### config.mk
export PLATFORM = sky130hd
export DESIGN_NAME = ccd_clock_seq
export DESIGN_NICKNAME = d
export VERILOG_FILES = /design/src/rtl/ccdseq_pkg.sv /design/src/rtl/ccdseq_cfg_latch.sv /design/src/rtl/ccdseq_pixel_timer.sv /design/src/rtl/ccdseq_fsm.sv /design/src/rtl/ccd_clock_seq.sv
export SDC_FILE = /design/constraint.sdc
export NUM_CORES = 1
export LEC_CHECK = 0
export CORE_UTILIZATION = 40
export DETAILED_ROUTE_END_ITERATION = 8
export PLACE_DENSITY = 0.68
export RECOVER_POWER = 25
export SLEW_MARGIN = 20
export SYNTH_ARGS = -nofsm -noshare
export SYNTH_HDL_FRONTEND = slang
export SYNTH_SLANG_ARGS = --single-unit
### constraint.sdc
create_clock -name clk -period 4 [get_ports clk]
set_input_delay 0.8 -clock clk [delete_from_list [all_inputs] [get_ports clk]]
set_output_delay 0.8 -clock clk [all_outputs]
set_load 0.02 [all_outputs]
### src/rtl/ccdseq_pkg.sv
package ccdseq_pkg;

    localparam int SEQ_CNT_W  = 24;
    localparam int SEQ_HALF_W = 8;

    typedef enum logic [2:0] {
        S_IDLE,
        S_INTEG,
        S_VPH1,
        S_VPH2,
        S_HSET,
        S_HSHIFT,
        S_DONE
    } seq_state_t;

    typedef struct packed {
        logic [SEQ_CNT_W-1:0]  t_int;
        logic [SEQ_CNT_W-1:0]  t_vw;
        logic [SEQ_CNT_W-1:0]  t_hs;
        logic [SEQ_HALF_W-1:0] t_half;
    } seq_cfg_t;

    localparam seq_cfg_t SEQ_CFG_MIN = '{
        t_int:  SEQ_CNT_W'(1),
        t_vw:   SEQ_CNT_W'(1),
        t_hs:   SEQ_CNT_W'(1),
        t_half: SEQ_HALF_W'(1)
    };

    // zero durations become one cycle
    function automatic seq_cfg_t clamp_cfg(seq_cfg_t c);
        seq_cfg_t r;
        r.t_int  = (c.t_int  == '0) ? SEQ_CNT_W'(1)  : c.t_int;
        r.t_vw   = (c.t_vw   == '0) ? SEQ_CNT_W'(1)  : c.t_vw;
        r.t_hs   = (c.t_hs   == '0) ? SEQ_CNT_W'(1)  : c.t_hs;
        r.t_half = (c.t_half == '0) ? SEQ_HALF_W'(1) : c.t_half;
        return r;
    endfunction

endpackage

### src/rtl/ccdseq_cfg_latch.sv
module ccdseq_cfg_latch
    import ccdseq_pkg::*;
(
    input  logic     clk,
    input  logic     rst,
    input  logic     load,
    input  seq_cfg_t cfg_in,
    output seq_cfg_t cfg_q
);

    always_ff @(posedge clk) begin
        if (rst) begin
            cfg_q <= SEQ_CFG_MIN;
        end else if (load) begin
            cfg_q <= clamp_cfg(cfg_in);
        end
    end

endmodule

### src/rtl/ccdseq_pixel_timer.sv
module ccdseq_pixel_timer
    import ccdseq_pkg::*;
(
    input  logic                  clk,
    input  logic                  rst,
    input  logic [SEQ_HALF_W-1:0] half,
    input  logic                  restart,
    input  logic                  shifting,
    output logic                  rg,
    output logic                  h1,
    output logic                  h2,
    output logic                  pix_end
);

    localparam int PH_W = SEQ_HALF_W + 1;

    logic [PH_W-1:0] phase;
    logic [PH_W-1:0] last_ph;

    assign last_ph = {half, 1'b0} - PH_W'(1);

    always_ff @(posedge clk) begin
        if (rst) begin
            phase <= '0;
        end else if (restart || phase >= last_ph) begin
            phase <= '0;
        end else begin
            phase <= phase + PH_W'(1);
        end
    end

    assign rg      = (phase == '0);
    assign pix_end = shifting && (phase == last_ph);
    assign h2      = shifting && (phase < {1'b0, half});
    assign h1      = !h2;


    rg_on_restart_chk: assert property (@(posedge clk) disable iff (rst)
        restart |=> rg);

endmodule

### src/rtl/ccdseq_fsm.sv
module ccdseq_fsm
    import ccdseq_pkg::*;
#(
    parameter int PIX_PER_LINE    = 4145,
    parameter int LINES_PER_FRAME = 4128
) (
    input  logic     clk,
    input  logic     rst,
    input  logic     frame_start,
    input  seq_cfg_t cfg,
    input  logic     pix_end,
    output logic     load,
    output logic     restart,
    output logic     shifting,
    output logic     busy,
    output logic     v1,
    output logic     v2,
    output logic     line_start,
    output logic     frame_done
);

    localparam int PIX_W  = (PIX_PER_LINE > 1) ? $clog2(PIX_PER_LINE) : 1;
    localparam int LINE_W = (LINES_PER_FRAME > 1) ? $clog2(LINES_PER_FRAME) : 1;

    seq_state_t st, st_n;
    logic [SEQ_CNT_W-1:0] cnt;
    logic [PIX_W-1:0]     pix;
    logic [LINE_W-1:0]    line;
    logic                 dur_end;
    logic                 line_end;

    always_comb begin
        unique case (st)
            S_INTEG:         dur_end = (cnt == cfg.t_int - SEQ_CNT_W'(1));
            S_VPH1, S_VPH2:  dur_end = (cnt == cfg.t_vw - SEQ_CNT_W'(1));
            S_HSET:          dur_end = (cnt == cfg.t_hs - SEQ_CNT_W'(1));
            default:         dur_end = 1'b0;
        endcase
    end

    assign load     = (st == S_IDLE) && frame_start;
    assign restart  = (st == S_HSET) && dur_end;
    assign line_end = (st == S_HSHIFT) && pix_end && (pix == PIX_W'(PIX_PER_LINE - 1));

    always_comb begin
        st_n = st;
        unique case (st)
            S_IDLE:   if (frame_start) st_n = S_INTEG;
            S_INTEG:  if (dur_end)     st_n = S_VPH1;
            S_VPH1:   if (dur_end)     st_n = S_VPH2;
            S_VPH2:   if (dur_end)     st_n = S_HSET;
            S_HSET:   if (dur_end)     st_n = S_HSHIFT;
            S_HSHIFT: if (line_end)
                          st_n = (line == LINE_W'(LINES_PER_FRAME - 1)) ? S_DONE : S_VPH1;
            S_DONE:   st_n = S_IDLE;
            default:  st_n = S_IDLE;
        endcase
    end

    always_ff @(posedge clk) begin
        if (rst) begin
            st   <= S_IDLE;
            cnt  <= '0;
            pix  <= '0;
            line <= '0;
        end else begin
            st  <= st_n;
            cnt <= (st_n != st) ? '0 : cnt + SEQ_CNT_W'(1);
            if (st != S_HSHIFT)  pix <= '0;
            else if (pix_end)    pix <= pix + PIX_W'(1);
            if (st == S_IDLE)    line <= '0;
            else if (line_end)   line <= line + LINE_W'(1);
        end
    end

    assign shifting   = (st == S_HSHIFT);
    assign busy       = (st != S_IDLE);
    assign v1         = (st == S_VPH1);
    assign v2         = (st == S_VPH2);
    assign frame_done = (st == S_DONE);
    assign line_start = (st == S_HSHIFT) && (cnt == '0) && (pix == '0);


    integ_quiet_chk: assert property (@(posedge clk) disable iff (rst)
        load |=> busy && !v1 && !v2);

    v2_after_v1_chk: assert property (@(posedge clk) disable iff (rst)
        $fell(v1) |-> v2);

    done_then_idle_chk: assert property (@(posedge clk) disable iff (rst)
        frame_done |=> !busy);

    busy_hold_chk: assert property (@(posedge clk) disable iff (rst)
        busy && !frame_done && frame_start |=> busy);

endmodule

### src/rtl/ccd_clock_seq.sv
module ccd_clock_seq
    import ccdseq_pkg::*;
#(
    parameter int PIX_PER_LINE    = 4145,
    parameter int LINES_PER_FRAME = 4128
) (
    input  logic                  clk,
    input  logic                  rst,
    input  logic                  frame_start,
    input  logic [SEQ_CNT_W-1:0]  cfg_integ,
    input  logic [SEQ_CNT_W-1:0]  cfg_vwidth,
    input  logic [SEQ_CNT_W-1:0]  cfg_hsetup,
    input  logic [SEQ_HALF_W-1:0] cfg_half_pix,
    output logic                  busy,
    output logic                  v1,
    output logic                  v2,
    output logic                  h1,
    output logic                  h2,
    output logic                  rg,
    output logic                  pix_valid,
    output logic                  line_start,
    output logic                  frame_done
);

    seq_cfg_t cfg_in, cfg_q;
    logic     load, restart, shifting, pix_end;

    assign cfg_in = '{t_int: cfg_integ, t_vw: cfg_vwidth,
                      t_hs: cfg_hsetup, t_half: cfg_half_pix};

    ccdseq_cfg_latch u_cfg (
        .clk    (clk),
        .rst    (rst),
        .load   (load),
        .cfg_in (cfg_in),
        .cfg_q  (cfg_q)
    );

    ccdseq_fsm #(
        .PIX_PER_LINE    (PIX_PER_LINE),
        .LINES_PER_FRAME (LINES_PER_FRAME)
    ) u_fsm (
        .clk         (clk),
        .rst         (rst),
        .frame_start (frame_start),
        .cfg         (cfg_q),
        .pix_end     (pix_end),
        .load        (load),
        .restart     (restart),
        .shifting    (shifting),
        .busy        (busy),
        .v1          (v1),
        .v2          (v2),
        .line_start  (line_start),
        .frame_done  (frame_done)
    );

    ccdseq_pixel_timer u_pix (
        .clk      (clk),
        .rst      (rst),
        .half     (cfg_q.t_half),
        .restart  (restart),
        .shifting (shifting),
        .rg       (rg),
        .h1       (h1),
        .h2       (h2),
        .pix_end  (pix_end)
    );

    assign pix_valid = pix_end;


    v2_fall_h1_high_chk: assert property (@(posedge clk) disable iff (rst)
        $fell(v2) |-> h1 && !h2);

    line_start_rg_chk: assert property (@(posedge clk) disable iff (rst)
        line_start |-> rg);

    pix_valid_h1_chk: assert property (@(posedge clk) disable iff (rst)
        pix_valid |-> h1 && !h2);

endmodule

### After elaboration in Yosys (flattened, before gate mapping)

Index checks and enable logic that the tools add are counted.
W data, S select, Z words.

* register bits: 142
* logic and storage cells: 70

* $add $sub $neg: 8
* order comparisons: 2
* eq/ne operators: 14
* muxes and demuxes: 13
* reductions and logical operators: 24

Operator list (count)
* $logic_not A24 Y1: 4
* $eq A24 B24 Y1: 3
* $mux W24: 3
* $sub A24 B1 Y24 const B: 3
* $add A13 B1 Y13 const B: 2
* $eq A13 B13 Y1 const B: 2
* $add A24 B1 Y24 const B: 1
* $mux W3: 7
* $pmux W3 S6: 1
* $logic_not A13 Y1: 1
* $reduce_or A2 Y1: 5
* $add A9 B1 Y9 const B: 1
* $eq A3 B3 Y1 const B: 3
* $eq A9 B9 Y1: 1
* $ge A9 B9 Y1: 1
* $logic_not A9 Y1: 1
* $lt A9 B8 Y1: 1
* $sub A9 B1 Y9 const B: 1
* $logic_and A1 B1 Y1: 8
* $logic_not A8 Y1: 1
* $mux W8: 1
* $eq A3 B2 Y1 const B: 2
* $eq A3 B1 Y1 const B: 1
* $logic_not A3 Y1: 1
* 6 further kinds: 6

### Longest topological paths before layout

* word-level depth: 9
* gate-level depth with buffers: 16

### Modules after synthesis

Synthesis repeated with hierarchy kept, for this count alone.

* cells, all modules: 935
* area total of the unflattened synthesis: 8271.7 µm²

Modules (own cells, without submodules)
* ccdseq_fsm: instances 1, cells each 536, area each 4391.7 µm²
* ccdseq_cfg_latch: instances 1, cells each 289, area each 2999.1 µm²
* ccdseq_pixel_timer: instances 1, cells each 110, area each 880.8 µm²

### Worst setup path before layout

No wires, ideal clock.

* path kind: register to register
* start point: register u_cfg.cfg_q[0] (netlist name)
* end point: register u_fsm.cnt[10]
* arrival: 3.546 ns
* required time: 3.870 ns
* setup slack: 0.324 ns
* cell stages (with the launch flop): 16
* buffers on the path: 3
* cell sequence: dfxtp_1 -> nor3_1 -> nand2_1 -> nor2_1 -> xnor2_1 -> ha_1 -> nand4_1 -> nor4_2 -> inv_1 -> or3_1 -> clkbuf_1 -> o211ai_1 -> nand2b_1 -> clkbuf_1 -> clkbuf_1 -> nor3_1

* longest elaborated chain between the ends: 9

Ends and longest elaborated chain
* $sub A9 B1 Y9: line ccdseq_pixel_timer.sv:20 `assign last_ph = {half, 1'b0} - PH_W'(1);`
* $eq A9 B9 Y1: line ccdseq_pixel_timer.sv:33 `assign pix_end = shifting && (phase == last_ph);`
* $logic_and A1 B1 Y1: line ccdseq_pixel_timer.sv:33
* net pix_valid: line ccd_clock_seq.sv:20 `output logic pix_valid,`
* $logic_and A1 B1 Y1 (2 in a row): line ccdseq_fsm.sv:43 `assign line_end = (st == S_HSHIFT) && pix_end && (pix == PIX_W'(PIX_PER_LINE - 1));`
* $mux W3: line ccdseq_fsm.sv:53 `S_HSHIFT: if (line_end)`
* $pmux W3 S6: line ccdseq_fsm.sv:47 `unique case (st)`
* $ne A3 B3 Y1: line ccdseq_fsm.sv:68 `cnt <= (st_n != st) ? '0 : cnt + SEQ_CNT_W'(1);`
* $reduce_or A2 Y1 (no line)
* to (signal assigned): line ccdseq_fsm.sv:68
* to (decl): line ccdseq_fsm.sv:26 `logic [SEQ_CNT_W-1:0] cnt;`

The timed path passes the listed nets, and every way through them passes these cells.
A chain may end at the register's enable or synchronous reset.

### Final worst setup path

* start point: register u_fsm.st[2]
* end point: register u_pix.phase[4]

* longest elaborated chain between the ends: 6

Ends and longest elaborated chain
* from (decl): line ccdseq_fsm.sv:25 `seq_state_t st, st_n;`
* from (signal assigned): line ccdseq_fsm.sv:67 `st <= st_n;`
* $eq A3 B2 Y1: line ccdseq_fsm.sv:33 `unique case (st)`
* $reduce_or A2 Y1: line ccdseq_fsm.sv:33
* $pmux W1 S3: line ccdseq_fsm.sv:33
* $logic_and A1 B1 Y1 *: line ccdseq_fsm.sv:42 `assign restart = (st == S_HSET) && dur_end;`
* $logic_or A1 B1 Y1 *: line ccdseq_pixel_timer.sv:25 `end else if (restart || phase >= last_ph) begin`
* $reduce_or A2 Y1 (no line) *
* to (signal assigned): line ccdseq_pixel_timer.sv:28 `phase <= phase + PH_W'(1);`
* to (decl): line ccdseq_pixel_timer.sv:17 `logic [PH_W-1:0] phase;`

Mark *: on every way between the ends. The rest lies on a longest branch, timed or not.

==> impl_metrics.env <==
export IMPL_drv_slew=30
export IMPL_initial_utilization=0.4065
export IMPL_gr_total_overflow=0
export IMPL_io_pins=92
export IMPL_port_buffers=91
export IMPL_yosysWarnings=0
export IMPL_routedWlPerCell_microns=16.42
export IMPL_yosysTopAreaCellShare=0.3468
export IMPL_worstHoldStart="u_cfg.cfg_q[33]$_SDFFE_PP0P_"
export IMPL_drt_iter0_drc=623
export IMPL_synth_distinct_cells=69
export IMPL_post_cts_buffers=0
export IMPL_synth_ff_latch_count=142
export IMPL_grt_pass1_vias=7239
export IMPL_power_leakage_nw=3.674
export IMPL_synthCells=1035
export IMPL_grt_max_degree=82
export IMPL_finalWorstSetupSlack_ns=0.2479
export IMPL_ys_top_cells_by_area="dfxtp_1 35%, nand2_1 9.2%, a21oi_1 6.0%, xnor2_1 4.7%, xor2_1 4.4%"
export IMPL_grt_usage=0.2210
export IMPL_p_total_mw=3.786
export IMPL_endpoint="u_pix.phase[4]$_SDFF_PP0_"
export IMPL_core_area_sq_um=20170
export IMPL_cts_buffer_depth=2
export IMPL_fin_crit_sh=0.9380
export IMPL_std_cell_rows=52
export IMPL_clkTransAtPathRegs_ns=0.06
export IMPL_max_cap_violations=1
export IMPL_grt_pass1_wl_microns=37120
export IMPL_min_period_ns=3.752
export IMPL_worst_pin_slew_ns=1.660
export IMPL_cp_max_fo=33
export IMPL_setup_viol=0
export IMPL_antenna_cells=0
export IMPL_fin_tns_setup_ns=0
export IMPL_postRouteAntennaNets=0
export IMPL_gp_congestion=0.8954
export IMPL_ff2ff_path_depth=13
export IMPL_cts_tree="yes"
export IMPL_drive_gt1_frac=0.07453
export IMPL_violations="max-capacitance violations, max-slew violations"
export IMPL_fin_cells=1397
export IMPL_first_pass_iters=5
export IMPL_dp_final_hpwl_microns=17260
export IMPL_crit_type="flip-flop to flip-flop"
export IMPL_area_growth_pct=21.64
export IMPL_syn_avg_cell_area_sq_um=7.921
export IMPL_die_area_sq_um=21070
export IMPL_clk_latency_ns=0.43
export IMPL_synth_area_sq_um=8198
export IMPL_wirelength_microns=22940
export IMPL_cp_slowest_cell="o311ai_0"
export IMPL_syn_nets=1142
export IMPL_required_ns=4.29
export IMPL_fin_skew_ns=0.009432
export IMPL_rsz0062_at_grt="no"
export IMPL_dp_slack_ns=0.3106
export IMPL_synth_ff_type="dfxtp_1"
export IMPL_die_y_microns=145.2
export IMPL_die_w_microns=145.2
export IMPL_synth_edf_count=0
export IMPL_htree_levels=4
export IMPL_netlist_top_cell_by_area="dfxtp_1"
export IMPL_maxSlewHeadroom=-0.1073
export IMPL_numPlacedInstances=1366
export IMPL_antenna_found_initial=0
export IMPL_drc_errors=0
export IMPL_r2r_end="u_pix.phase[4]$_SDFF_PP0_"
export IMPL_clockRootBuffer="clkbuf_16"
export IMPL_path_cells="nor2b_2, mux2_2, o21ai_1, ha_1, inv_1, nor3_1, nand4_1, xnor2_1, o311ai_0, nor2_1, nor4_4, buf_12, a311oi_1"
export IMPL_finalHoldViolCount=0
export IMPL_power_density_nw_per_um2=379.6
export IMPL_r2r_slack_ns=0.25
export IMPL_cts_sinks=142
export IMPL_cts_buffers=17
export IMPL_ir_drop_v=0.0002340
export IMPL_cp_startpoint="u_fsm.st[2]$_SDFF_PP0_"
export IMPL_crit_arrival_ns=4.05
export IMPL_finalNetCount=1222
export IMPL_crit_path_start_kind="flip-flop"
export IMPL_r2r_start="u_fsm.st[2]$_SDFF_PP0_"
export IMPL_seq_area_frac_synth=0.3468
export IMPL_num_vias=7682
export IMPL_max_freq_ghz=0.2665
export IMPL_hold_class="flip-flop to flip-flop"
export IMPL_async_flop_share=0
export IMPL_critPathCaptureType="flip-flop"
export IMPL_status="finished, violations left"
export IMPL_vias_per_cell=5.499
export IMPL_cpPeakStageDelay_ns=0.44
-- final cells by class --
type / count / area (sq um)
repair buffers: 120 / 1172
flip-flops and latches: 142 / 2844
clock buffers: 18 / 429.2
inverters: 25 / 93.84
well taps: 270 / 337.8
fillers: 2015 / 10200
clock inverters: 13 / 107.6
multi-input cells: 809 / 4987
-- critical path, delay by kind of cell, from the launching register on --
kind            cells  cell delay, ns
compound gates      3            0.76
simple gates        5            1.27
flops               1            0.43
buf+inv             2            0.35
xor+xnor            1            0.21
mux                 1            0.36
fa+ha+maj           1            0.23
-- cell usage in the layout (no fill, tap or decap), drive strengths merged, types with 23 or more instances in the layout --
cell,count
xor2,41
nor4,36
clkdlybuf4s50,88
ha,24
and3,26
nand3,35
inv,30
o21ai,23
xnor2,44
nand2,201
dfxtp,142
buf,29
nor2,48
mux2i,25
a21oi,99
nor3,43
-- synth_stat cells, drive strengths merged, types with 3 or more instances --
master and count:
a311oi 12, nand3 35, xnor2 44, a211o 9, ha 24, or4 4, clkbuf 40, o21ai 23
and3 26, mux2i 25, a2111oi 3, nor2b 11, and2 9, dfxtp 142, inv 25, nor4 36
or3 11, o211ai 4, xor2 41, and4 11, buf 19, a211oi 17, a31oi 4, nand2 201
a21oi 99, nand2b 6, nor3 43, mux2 9, nor2 48, nor4b 3, nand4 19
-- worst min path at each step --
| stage | end | slack [ns] | cells after the start |
|---|---|---|---|
| after floorplan | u_cfg.cfg_q[35]$_SDFFE_PP0P_ | 0.43 | 2 |
| after global placement | u_cfg.cfg_q[34]$_SDFFE_PP0P_ | 0.44 | 2 |
| after detailed placement | u_cfg.cfg_q[34]$_SDFFE_PP0P_ | 0.44 | 2 |
| after CTS | u_cfg.cfg_q[33]$_SDFFE_PP0P_ | 0.46 | 2 |
| after global routing | u_cfg.cfg_q[35]$_SDFFE_PP0P_ | 0.47 | 2 |
| final | u_cfg.cfg_q[33]$_SDFFE_PP0P_ | 0.45 | 2 |
-- cell families (layout without fill, tap and decap cells) --
kind of cell	count (synthesis)	count (layout)	share of synthesized area
xor+xnor	86	86	0.09356
mux	34	34	0.04289
flops	142	142	0.3468
buf+inv	84	176	0.04518
compound gates	190	190	0.1464
simple gates	475	475	0.2886
fa+ha+maj	24	24	0.03663
-- state kept, by name, indices dropped and copies added (netlist names) --
name and cells:
u_cfg.cfg_q 80, u_fsm.cnt 24, u_fsm.line 13, u_fsm.pix 13, u_pix.phase 9, u_fsm.st 3
-- metrics by stage --
stage               hold WS [ns]  utilization  area, sq um
finish                    0.4541       0.4944         9972
global route              0.4735       0.4944         9972
CTS                       0.4552       0.4945         9973
detailed placement        0.4444       0.4679         9438
global placement          0.4416       0.4679         9438
floorplan                 0.4318            -         8198
-- per-layer routing --
layer,up-vias,global-route usage,wire [microns]
met5,-,0,0
met4,0,0.09947,656
met3,39,0.03522,1046
met2,201,0.3620,10640
met1,3596,0.2855,10600
li1,3846,-,-
-- power breakdown --
| group | internal, mW | total (mW) | switching, mW |
|---|---|---|---|
| Clock | 0.800 | 1.45 | 0.650 |
| Sequential | 1.49 | 1.56 | 0.0696 |
| Combinational | 0.347 | 0.780 | 0.433 |
-- what timing repair did --
| item | in CTS | in global routing |
|---|---|---|
| pin swaps | 0 | 0 |
| hold buffers | 0 | 0 |
| gates resized for setup | 1 | 1 |
| endpoints found under the setup margin | 1 | 1 |
| gates cloned | 0 | 0 |
Power figures use the tool's default switching activity.
